===== src/rtl/clkctl_pkg.sv =====
package clkctl_pkg;
  localparam int REG_W    = 8;
  localparam int FS_W     = 4;
  localparam int N_CPU    = 3;
  localparam int N_SDRAM  = 14;
  localparam int N_PCI    = 7;
  localparam int N_FIX    = 4;
  localparam int N_GROUP  = 4;
  localparam int N_SHARED = 3;

  // control register fields
  localparam int C_TRI   = 0;
  localparam int C_SSEN  = 1;
  localparam int C_SSEL3 = 2;
  localparam int C_SWSEL = 3;
  localparam int C_SSLO  = 4;
  localparam int C_WIDE  = 7;
  // cpu register field
  localparam int K_CENTER = 5;
  // fixed register field
  localparam int F_SEL24 = 7;

  // group order in phase_lo
  localparam int G_CPU = 0;
  localparam int G_SD  = 1;
  localparam int G_PCI = 2;
  localparam int G_FIX = 3;

  typedef enum logic [1:0] {
    SS_CTR_HALF  = 2'd0,
    SS_CTR_3Q    = 2'd1,
    SS_DOWN_HALF = 2'd2
  } ss_mode_e;
endpackage


===== src/rtl/clkctl_strap_latch.sv =====
module clkctl_strap_latch #(
  parameter int FS_W = 4
) (
  input  logic            clk,
  input  logic            rst_n,
  input  logic [FS_W-1:0] fs_pin_i,
  input  logic            mode_pin_i,
  output logic [FS_W-1:0] fs_o,
  output logic            mode_o,
  output logic            done_o
);
  logic [FS_W-1:0] fs_q, fs_d;
  logic            mode_q, mode_d, done_q, done_d;

  always_comb begin
    fs_d   = fs_q;
    mode_d = mode_q;
    done_d = done_q;
    if (!done_q) begin
      fs_d   = fs_pin_i;
      mode_d = mode_pin_i;
      done_d = 1'b1;
    end
  end

  always_ff @(posedge clk or negedge rst_n) begin
    if (!rst_n) begin
      fs_q   <= '0;
      mode_q <= 1'b0;
      done_q <= 1'b0;
    end else begin
      fs_q   <= fs_d;
      mode_q <= mode_d;
      done_q <= done_d;
    end
  end

  assign fs_o   = fs_q;
  assign mode_o = mode_q;
  assign done_o = done_q;
endmodule


===== src/rtl/clkctl_freq_sel.sv =====
module clkctl_freq_sel #(
  parameter int FS_W = 4
) (
  input  logic            clk,
  input  logic            rst_n,
  input  logic            live_i,
  input  logic            sw_sel_i,
  input  logic [FS_W-1:0] sw_code_i,
  input  logic [FS_W-1:0] hw_code_i,
  output logic [FS_W-1:0] code_o,
  output logic            upd_o
);
  logic [FS_W-1:0] code_q, code_d, sel;
  logic            upd_q, upd_d;

  always_comb begin
    sel    = sw_sel_i ? sw_code_i : hw_code_i;
    code_d = live_i ? sel : code_q;
    upd_d  = live_i && (sel != code_q);
  end

  always_ff @(posedge clk or negedge rst_n) begin
    if (!rst_n) begin
      code_q <= '0;
      upd_q  <= 1'b0;
    end else begin
      code_q <= code_d;
      upd_q  <= upd_d;
    end
  end

  assign code_o = code_q;
  assign upd_o  = upd_q;
endmodule


===== src/rtl/clkctl_gate_group.sv =====
module clkctl_gate_group #(
  parameter int           W         = 4,
  parameter logic [W-1:0] FREE_MASK = '0
) (
  input  logic         clk,
  input  logic         rst_n,
  input  logic         upd_en_i,
  input  logic         live_i,
  input  logic         stop_i,
  input  logic         pd_i,
  input  logic [W-1:0] en_i,
  input  logic [W-1:0] block_i,
  output logic [W-1:0] gate_o
);
  logic [W-1:0] want, gate_q;

  for (genvar k = 0; k < W; k++) begin : g_bit
    assign want[k] = live_i & en_i[k] & ~block_i[k] & ~pd_i
                   & ~(stop_i & ~FREE_MASK[k]);
  end

  always_ff @(posedge clk or negedge rst_n) begin
    if (!rst_n) begin
      gate_q <= '0;
    end else if (upd_en_i) begin
      gate_q <= want;
    end
  end

  assign gate_o = gate_q;
endmodule


===== src/rtl/clkgen_ctrl.sv =====
module clkgen_ctrl
  import clkctl_pkg::*;
#(
  parameter int FREE_CPU = 0,
  parameter int FREE_SD  = 12,
  parameter int FREE_PCI = 0
) (
  input  logic        clk,
  input  logic        rst_n,
  input  logic [3:0]  fs_pin_i,
  input  logic        mode_pin_i,
  input  logic        cpu_stop_n_i,
  input  logic        pci_stop_n_i,
  input  logic        pwrdn_n_i,
  input  logic [3:0]  phase_lo_i,
  input  logic [7:0]  cfg_ctl_i,
  input  logic [7:0]  cfg_cpu_i,
  input  logic [7:0]  cfg_pci_i,
  input  logic [7:0]  cfg_fix_i,
  input  logic [7:0]  cfg_sdh_i,
  input  logic [7:0]  cfg_sdl_i,
  output logic        pins_in_o,
  output logic [2:0]  cpu_gate_o,
  output logic [13:0] sdram_gate_o,
  output logic [6:0]  pci_gate_o,
  output logic [1:0]  ref_gate_o,
  output logic        usb_gate_o,
  output logic        sio_gate_o,
  output logic        sio_24m_o,
  output logic        tristate_o,
  output logic [3:0]  freq_code_o,
  output logic        freq_upd_o,
  output logic        ss_en_o,
  output logic [1:0]  ss_mode_o,
  output logic [7:0]  rb_cpu_o,
  output logic [7:0]  rb_fix_o,
  output logic [7:0]  rb_sdh_o
);
  localparam logic [N_CPU-1:0]   CPU_FREE = N_CPU'(1) << FREE_CPU;
  localparam logic [N_SDRAM-1:0] SD_FREE  = N_SDRAM'(1) << FREE_SD;
  localparam logic [N_PCI-1:0]   PCI_FREE = N_PCI'(1) << FREE_PCI;

  logic [FS_W-1:0] fs_lat;
  logic            mode_lat, strap_done;
  logic            mode0, cpu_stop, pci_stop, pd;

  clkctl_strap_latch #(.FS_W(FS_W)) u_strap (
    .clk(clk), .rst_n(rst_n), .fs_pin_i(fs_pin_i), .mode_pin_i(mode_pin_i),
    .fs_o(fs_lat), .mode_o(mode_lat), .done_o(strap_done)
  );

  // shared pins become active-low control inputs only in mode 0
  assign mode0    = strap_done & ~mode_lat;
  assign cpu_stop = mode0 & ~cpu_stop_n_i;
  assign pci_stop = mode0 & ~pci_stop_n_i;
  assign pd       = mode0 & ~pwrdn_n_i;

  clkctl_freq_sel #(.FS_W(FS_W)) u_freq (
    .clk(clk), .rst_n(rst_n), .live_i(strap_done),
    .sw_sel_i(cfg_ctl_i[C_SWSEL]),
    .sw_code_i({cfg_ctl_i[C_SSEL3], cfg_ctl_i[C_SSLO+2:C_SSLO]}),
    .hw_code_i(fs_lat),
    .code_o(freq_code_o), .upd_o(freq_upd_o)
  );

  logic [N_SDRAM-1:0] sd_en, sd_block;
  logic [N_FIX-1:0]   fix_en, fix_gate;

  assign sd_en    = {cfg_sdh_i[7], cfg_sdh_i[6], cfg_sdh_i[5], cfg_sdh_i[4],
                     cfg_sdh_i[2], cfg_sdh_i[0], cfg_sdl_i};
  assign sd_block = {{(N_SDRAM-N_SHARED){1'b0}}, {N_SHARED{mode0}}};
  assign fix_en   = {cfg_fix_i[4], cfg_fix_i[5], cfg_fix_i[1], cfg_fix_i[0]};

  clkctl_gate_group #(.W(N_CPU), .FREE_MASK(CPU_FREE)) u_cpu (
    .clk(clk), .rst_n(rst_n), .upd_en_i(phase_lo_i[G_CPU]), .live_i(strap_done),
    .stop_i(cpu_stop), .pd_i(pd), .en_i(cfg_cpu_i[N_CPU:1]),
    .block_i('0), .gate_o(cpu_gate_o)
  );

  clkctl_gate_group #(.W(N_SDRAM), .FREE_MASK(SD_FREE)) u_sd (
    .clk(clk), .rst_n(rst_n), .upd_en_i(phase_lo_i[G_SD]), .live_i(strap_done),
    .stop_i(cpu_stop), .pd_i(pd), .en_i(sd_en),
    .block_i(sd_block), .gate_o(sdram_gate_o)
  );

  clkctl_gate_group #(.W(N_PCI), .FREE_MASK(PCI_FREE)) u_pci (
    .clk(clk), .rst_n(rst_n), .upd_en_i(phase_lo_i[G_PCI]), .live_i(strap_done),
    .stop_i(pci_stop), .pd_i(pd), .en_i(cfg_pci_i[N_PCI-1:0]),
    .block_i('0), .gate_o(pci_gate_o)
  );

  clkctl_gate_group #(.W(N_FIX), .FREE_MASK('1)) u_fix (
    .clk(clk), .rst_n(rst_n), .upd_en_i(phase_lo_i[G_FIX]), .live_i(strap_done),
    .stop_i(1'b0), .pd_i(pd), .en_i(fix_en),
    .block_i('0), .gate_o(fix_gate)
  );

  assign ref_gate_o = fix_gate[1:0];
  assign usb_gate_o = fix_gate[2];
  assign sio_gate_o = fix_gate[3];

  // misc control registers
  logic     tri_q, tri_d, ssen_q, ssen_d, sel24_q, sel24_d;
  ss_mode_e ssm_q, ssm_d;

  always_comb begin
    tri_d   = strap_done & cfg_ctl_i[C_TRI];
    ssen_d  = strap_done & cfg_ctl_i[C_SSEN];
    sel24_d = phase_lo_i[G_FIX] ? cfg_fix_i[F_SEL24] : sel24_q;
    if (!cfg_cpu_i[K_CENTER])   ssm_d = SS_DOWN_HALF;
    else if (cfg_ctl_i[C_WIDE]) ssm_d = SS_CTR_3Q;
    else                        ssm_d = SS_CTR_HALF;
  end

  always_ff @(posedge clk or negedge rst_n) begin
    if (!rst_n) begin
      tri_q   <= 1'b0;
      ssen_q  <= 1'b0;
      sel24_q <= 1'b0;
      ssm_q   <= SS_CTR_HALF;
    end else begin
      tri_q   <= tri_d;
      ssen_q  <= ssen_d;
      sel24_q <= sel24_d;
      ssm_q   <= ssm_d;
    end
  end

  assign tristate_o = tri_q;
  assign ss_en_o    = ssen_q;
  assign sio_24m_o  = sel24_q;
  assign ss_mode_o  = ssm_q;
  assign pins_in_o  = mode0;

  // read-back with inverted strap fields
  assign rb_cpu_o = {~fs_lat[2], cfg_cpu_i[6:0]};
  assign rb_fix_o = {cfg_fix_i[7], ~fs_lat[0], cfg_fix_i[5:0]};
  assign rb_sdh_o = {cfg_sdh_i[7:4], ~fs_lat[1], cfg_sdh_i[2], ~fs_lat[3], cfg_sdh_i[0]};

  logic unused_bits;
  assign unused_bits = ^{cfg_pci_i[7]};
endmodule


===== config.mk =====
export PLATFORM = sky130hd
export DESIGN_NAME = clkgen_ctrl
export DESIGN_NICKNAME = d
export VERILOG_FILES = /design/src/rtl/clkctl_pkg.sv /design/src/rtl/clkctl_strap_latch.sv /design/src/rtl/clkctl_freq_sel.sv /design/src/rtl/clkctl_gate_group.sv /design/src/rtl/clkgen_ctrl.sv
export SDC_FILE = /design/constraint.sdc
export NUM_CORES = 1
export LEC_CHECK = 0
export ABC_CLOCK_PERIOD_IN_PS = 1300
export BUFFER_PORTS_ARGS = -buffer_cell sky130_fd_sc_hd__buf_2
export CORE_MARGIN = 2
export CORE_UTILIZATION = 42
export DETAILED_ROUTE_END_ITERATION = 8
export PLACE_DENSITY = 0.87
export SLEW_MARGIN = 20
export SYNTH_ARGS = -nofsm -noshare
export SYNTH_HDL_FRONTEND = slang
export SYNTH_SLANG_ARGS = --single-unit

===== constraint.sdc =====
create_clock -name clk -period 1.3 [get_ports clk]
set_input_delay 0.195 -clock clk [delete_from_list [all_inputs] [get_ports clk]]
set_output_delay 0.195 -clock clk [all_outputs]
set_load 0.005 [all_outputs]

-- Word-level counts from Yosys, hierarchy flattened
Index checks and enable logic that the tools add are counted.
- register bits: 44
- bits of input ports: 62
- output and inout bits: 63
- logic and storage cells: 116
- equality and inequality tests: 1
- mux-type cells: 3
- bitwise operators: 98
- reductions and logical operators: 1
- operators with widths (operator ; count):
    bitwise AND 1 bit ; 86
    inverter 1 bit ; 12
    two-way mux 4 bit ; 1
    inequality test 4 bit ; 1
    two-way mux 2 bit ; 1
    logical AND 1 bit ; 1
    two-way mux 1 bit ; 1

-- Depth between registers and ports, before layout
- word-level depth: 6
- gate-level depth with buffers: 4
- gate-level depth less buffers: 3

-- Modules after synthesis
Synthesis repeated with hierarchy kept, for this count alone.
- cell total of the unflattened synthesis: 187
- area total of the unflattened synthesis: 2189.6 um2
- modules (own cells, without submodules) (module ; times used ; cells an instance ; area each (um2) ; sequential area each (um2)):
    clkctl_gate_group (u_sd) ; 1 ; 59 ; 688.2 ; 350.3
    clkgen_ctrl ; 1 ; 39 ; 375.4 ; 125.1
    clkctl_gate_group (u_pci) ; 1 ; 29 ; 332.8 ; 175.2
    clkctl_freq_sel ; 1 ; 24 ; 255.2 ; 125.1
    clkctl_strap_latch ; 1 ; 12 ; 210.2 ; 150.1
    clkctl_gate_group (u_fix) ; 1 ; 12 ; 185.2 ; 100.1
    clkctl_gate_group (u_cpu) ; 1 ; 12 ; 142.6 ; 75.1

-- Worst setup path after synthesis
Ideal clock, no wire load.
- path type: flip-flop to flip-flop
- from: register u_strap.fs_q[0], in the netlist u_strap.fs_o[0]
- to: register u_freq.upd_q, in the netlist u_freq.upd_o
- library setup time: 129 ps
- arrival: 1025 ps
- data required time: 1171 ps
- slack: 146 ps
- stages on the path, launching flop included: 4
- buffers on the path: 0
- clock period less this slack: 1154 ps
- path through: dfrtp_1 > mux2i_2 > xnor2_1 > o41a_1
- cells in the longest elaborated chain, start to end: 3
- ends and longest elaborated chain (item ; line ; text):
    from (decl) ; clkctl_strap_latch.sv:12 ; logic [FS_W-1:0] fs_q, fs_d;
    from (signal assigned) ; clkctl_strap_latch.sv:32 ; fs_q <= fs_d;
    two-way mux 4 bit ; clkctl_freq_sel.sv:17 ; sel = sw_sel_i ? sw_code_i : hw_code_i;
    inequality test 4 bit ; clkctl_freq_sel.sv:19 ; upd_d = live_i && (sel != code_q);
    logical AND 1 bit ; clkctl_freq_sel.sv:19 ;
    via u_freq.upd_d ; clkctl_freq_sel.sv:14 ; logic upd_q, upd_d;
    to (signal assigned) ; clkctl_freq_sel.sv:28 ; upd_q <= upd_d;
    to (decl) ; clkctl_freq_sel.sv:14 ;
The timed path passes the listed nets, and every way through them passes these cells.
A chain may end at the register's enable or synchronous reset.

-- Worst setup path in the final report
- from: register u_strap.done_q, in the netlist u_strap.done_o
- to: output pins_in_o
- cells in the longest elaborated chain, start to end: 1
- ends and longest elaborated chain (item ; line ; text):
    from (decl) ; clkctl_strap_latch.sv:13 ; logic mode_q, mode_d, done_q, done_d;
    from (signal assigned) ; clkctl_strap_latch.sv:34 ; done_q <= done_d;
    bitwise AND 1 bit ; clkgen_ctrl.sv:53 ; assign mode0 = strap_done & ~mode_lat;
    to (decl) ; clkgen_ctrl.sv:22 ; output logic pins_in_o,
Every way passes these cells.

==> results.cfg <==
[placed_design]
place_area_um2 = 2394
routabilityCongestion = 0.7887
port-buffer-count = 109
dp.cells = 323
dpl.hpwl_um = 3072
place_ws_ps = 33.10

[timing]
fmax_mhz = 812.9
holdWs_ps = 67.50
finalCriticalPeriod_ps = 1230
period_share_pct = 94.63
clock_skew_ps = 4.807
rsz0062_at_grt = false
drv_slew = 0
tns_ps = 0
setup_slack_ps = 69.78
finalHoldViolations = 0
setup_violations = 0

[power]
seqPwrFrac_pct = 54.4
p_switching_uw = 718.2
power_frac_clock_pct = 27.7
combPwrFrac_pct = 17.9
p_total_mw = 2.820
vdd_ir_drop_max_mv = 0.8112
leakage_nw = 1.380
p_int_mw = 2.102
powerDensity_nw_per_um2 = 1123
p_sw_share_pct = 25.47

[route]
drtIter0Drc = 61
drc = 0
routedWlPerCell_um = 11.85
via_count = 1525
first_pass_iters = 4
wl_um = 3957
vias_per_cell = 4.566
postRouteAntennaNets = 0

[clock_tree]
cts_buffer_depth = 2
numCtsBuffers = 5
cts_num_sinks = 44
clk_pin_slew_worst_paths_ps = 80
cts_tree = built
htree_levels = 2
clk_latency_ps = 280
clock-root-buffer = clkbuf_8

[finish]
fillers = 394
postLayoutCoreUtil_pct = 57.28
drive_gt1_share_pct = 44.68
finalNonFillerCells = 334
nNetsFinal = 344
fin_area_um2 = 2511
antenna_cells = 0
area_growth_pct = 30.66

[floorplanning]
start_util_pct = 43.84
core_area_um2 = 4384
rows = 24
die_h_um = 71.65
dieArea_um2 = 5133
ios = 125
die_w_um = 71.65

[global_route]
grt-ovfl-total = 0
grt_use_total_pct = 15.86
grt_max_degree = 45
antenna_found_initial = 0
grt_pass1_wl_um = 6361
grt_pass1_vias = 1467

[run_status]
status = complete, no violations

[flow_run]
maxCapViolCount = 0

[synthesis]
synth_seq_cells = 44
syn-instance-count = 185
synth_area_per_cell_um2 = 10.39
yosys_warnings = 0
yosysSeqAreaShare_pct = 57.29
syn_nets = 247
synth_area_um2 = 1922
synth.distinct_cells = 23

[critical_path]
required_ps = 1110
endpoint_kind = output port
crit_fanout = 2
critical_path_class = register to output port
start_kind = register
max_stage_delay_ps = 400
crit_path_top_delay_cell = dfrtp_1
cp_cell_sequence = buf_6 -> nor2b_1 -> buf_2
worstPathArrival_ps = 1040
reg2regPathDepth = 3

[hold_path]
holdPathStages = 2
hp-class = input pin to register
[synthesized netlist by cell type]
library cell  count  area [um^2]
nor2_1            5        18.77
mux2_1            5        56.30
nand2_1          25        93.84
inv_1            28        105.1
nor2b_1           1        6.260
clkbuf_1          3        11.26
dfrtp_1          44         1101
a21oi_1           5        25.02
o22ai_1          21        131.4
o21ai_1           2        10.01
and2_1            3        18.77
xnor2_1           4        35.03
o41a_1            1        11.26
mux2i_2           2        27.53
buf_1             3        11.26
conb_1            1        3.750
a22o_1            6        52.55
buf_6             1        11.26
o2bb2ai_1         1        8.760
buf_2             1        5.000
buf_4            20        150.1
mux2i_1           2        20.02
a21o_1            1        7.510
[registers in the layout (all words and copies together) (netlist names)]
name / count
u_strap.mode_o: 1
u_cpu.gate_o: 3
sio_24m_o: 1
u_pci.gate_o: 7
ss_mode_o: 2
u_fix.gate_o: 4
ss_en_o: 1
u_freq.code_o: 4
u_freq.upd_o: 1
u_strap.fs_o: 4
u_sd.gate_o: 14
u_strap.done_o: 1
tristate_o: 1
[routing by layer]
layer  up-vias  global-route usage [%]  wire length [um]
met2        72                   26.95              1925
met5         -                       0                 0
li1        772                       -                 -
met4         0                   5.451                45
met1       675                   19.11              1644
met3         6                   4.923               341
[cell type report]
| class | instances | area [um^2] | area share [%] |
|---|---|---|---|
| flip-flops and latches | 44 | 1101 | 43.85 |
| clock buffers | 5 | 68.82 | 2.740 |
| inverters | 28 | 105.1 | 4.185 |
| clock inverters | 2 | 12.51 | 0.4983 |
| well taps | 52 | 65.06 | 2.591 |
| repair buffers | 118 | 631.9 | 25.16 |
| multi-input cells | 85 | 526.8 | 20.98 |
[power groups by stage]
stage | Combinational, mW | Sequential (mW) | Clock, mW
2_1_floorplan | 0.252 | 1.57 | 0
3_3_place_gp | 0.487 | 1.56 | 0
3_5_place_dp | 0.502 | 1.56 | 0
4_1_cts | 0.509 | 1.54 | 0.823
5_1_grt | 0.568 | 1.55 | 0.895
6_report | 0.505 | 1.54 | 0.780
[final timing paths]
kind | endpoint | slack, ps | start
max reg2reg | u_freq.upd_o | 70 | u_strap.fs_o[3]
max | pins_in_o | 70 | u_strap.done_o
max in group asynchronous | tristate_o | 690 | rst_n
min reg2reg | sio_24m_o | 480 | sio_24m_o
min in group asynchronous | u_sd.gate_o[6] | 410 | rst_n
min | ss_mode_o[1] | 70 | cfg_cpu_i[5]
[repair_timing]
item / 4_1_cts / 5_1_grt
hold buffers: 1 / 0
endpoints found under the hold margin: 44 / 0
buffers inserted: 1 / 2
resized for setup: 1 / 0
setup endpoints to repair: 1 / 2
pin swaps: 0 / 0
[logic make-up (layout without fill, tap and decap cells)]
group,after synthesis,in the layout,synth area share [%]
buffers and inverters,56,153,15.30
AND/OR/NAND/NOR,34,34,7.162
multiplexers,9,9,5.404
AO/OA/AOI/OAI,37,37,12.83
other,1,1,0.1951
XOR/XNOR,4,4,1.823
flip-flops,44,44,57.29
[layout by cell type (no fill, tap or decap)]
| master | instances |
|---|---|
| mux2i_1 | 2 |
| buf_4 | 6 |
| buf_12 | 1 |
| buf_6 | 1 |
| clkinv_2 | 1 |
| o41a_1 | 1 |
| a21oi_1 | 5 |
| o22ai_1 | 21 |
| buf_2 | 109 |
| xnor2_1 | 4 |
| dfrtp_1 | 44 |
| mux2i_2 | 2 |
| o2bb2ai_1 | 1 |
| a21o_1 | 1 |
| a22o_1 | 6 |
| dlygate4sd3_1 | 1 |
| conb_1 | 1 |
| o21ai_1 | 2 |
| clkinvlp_4 | 1 |
| nor2b_1 | 1 |
| mux2_1 | 5 |
| nor2_1 | 5 |
| clkbuf_8 | 5 |
| inv_1 | 28 |
| and2_1 | 3 |
| nand2_1 | 25 |
[worst max-delay path: cells and delay by family (launching register included)]
family	cells	cell delay, ps
AND/OR/NAND/NOR	1	110
buffers and inverters	2	240
flip-flops	1	400
No activity file was read; power rests on OpenSTA's default activity.
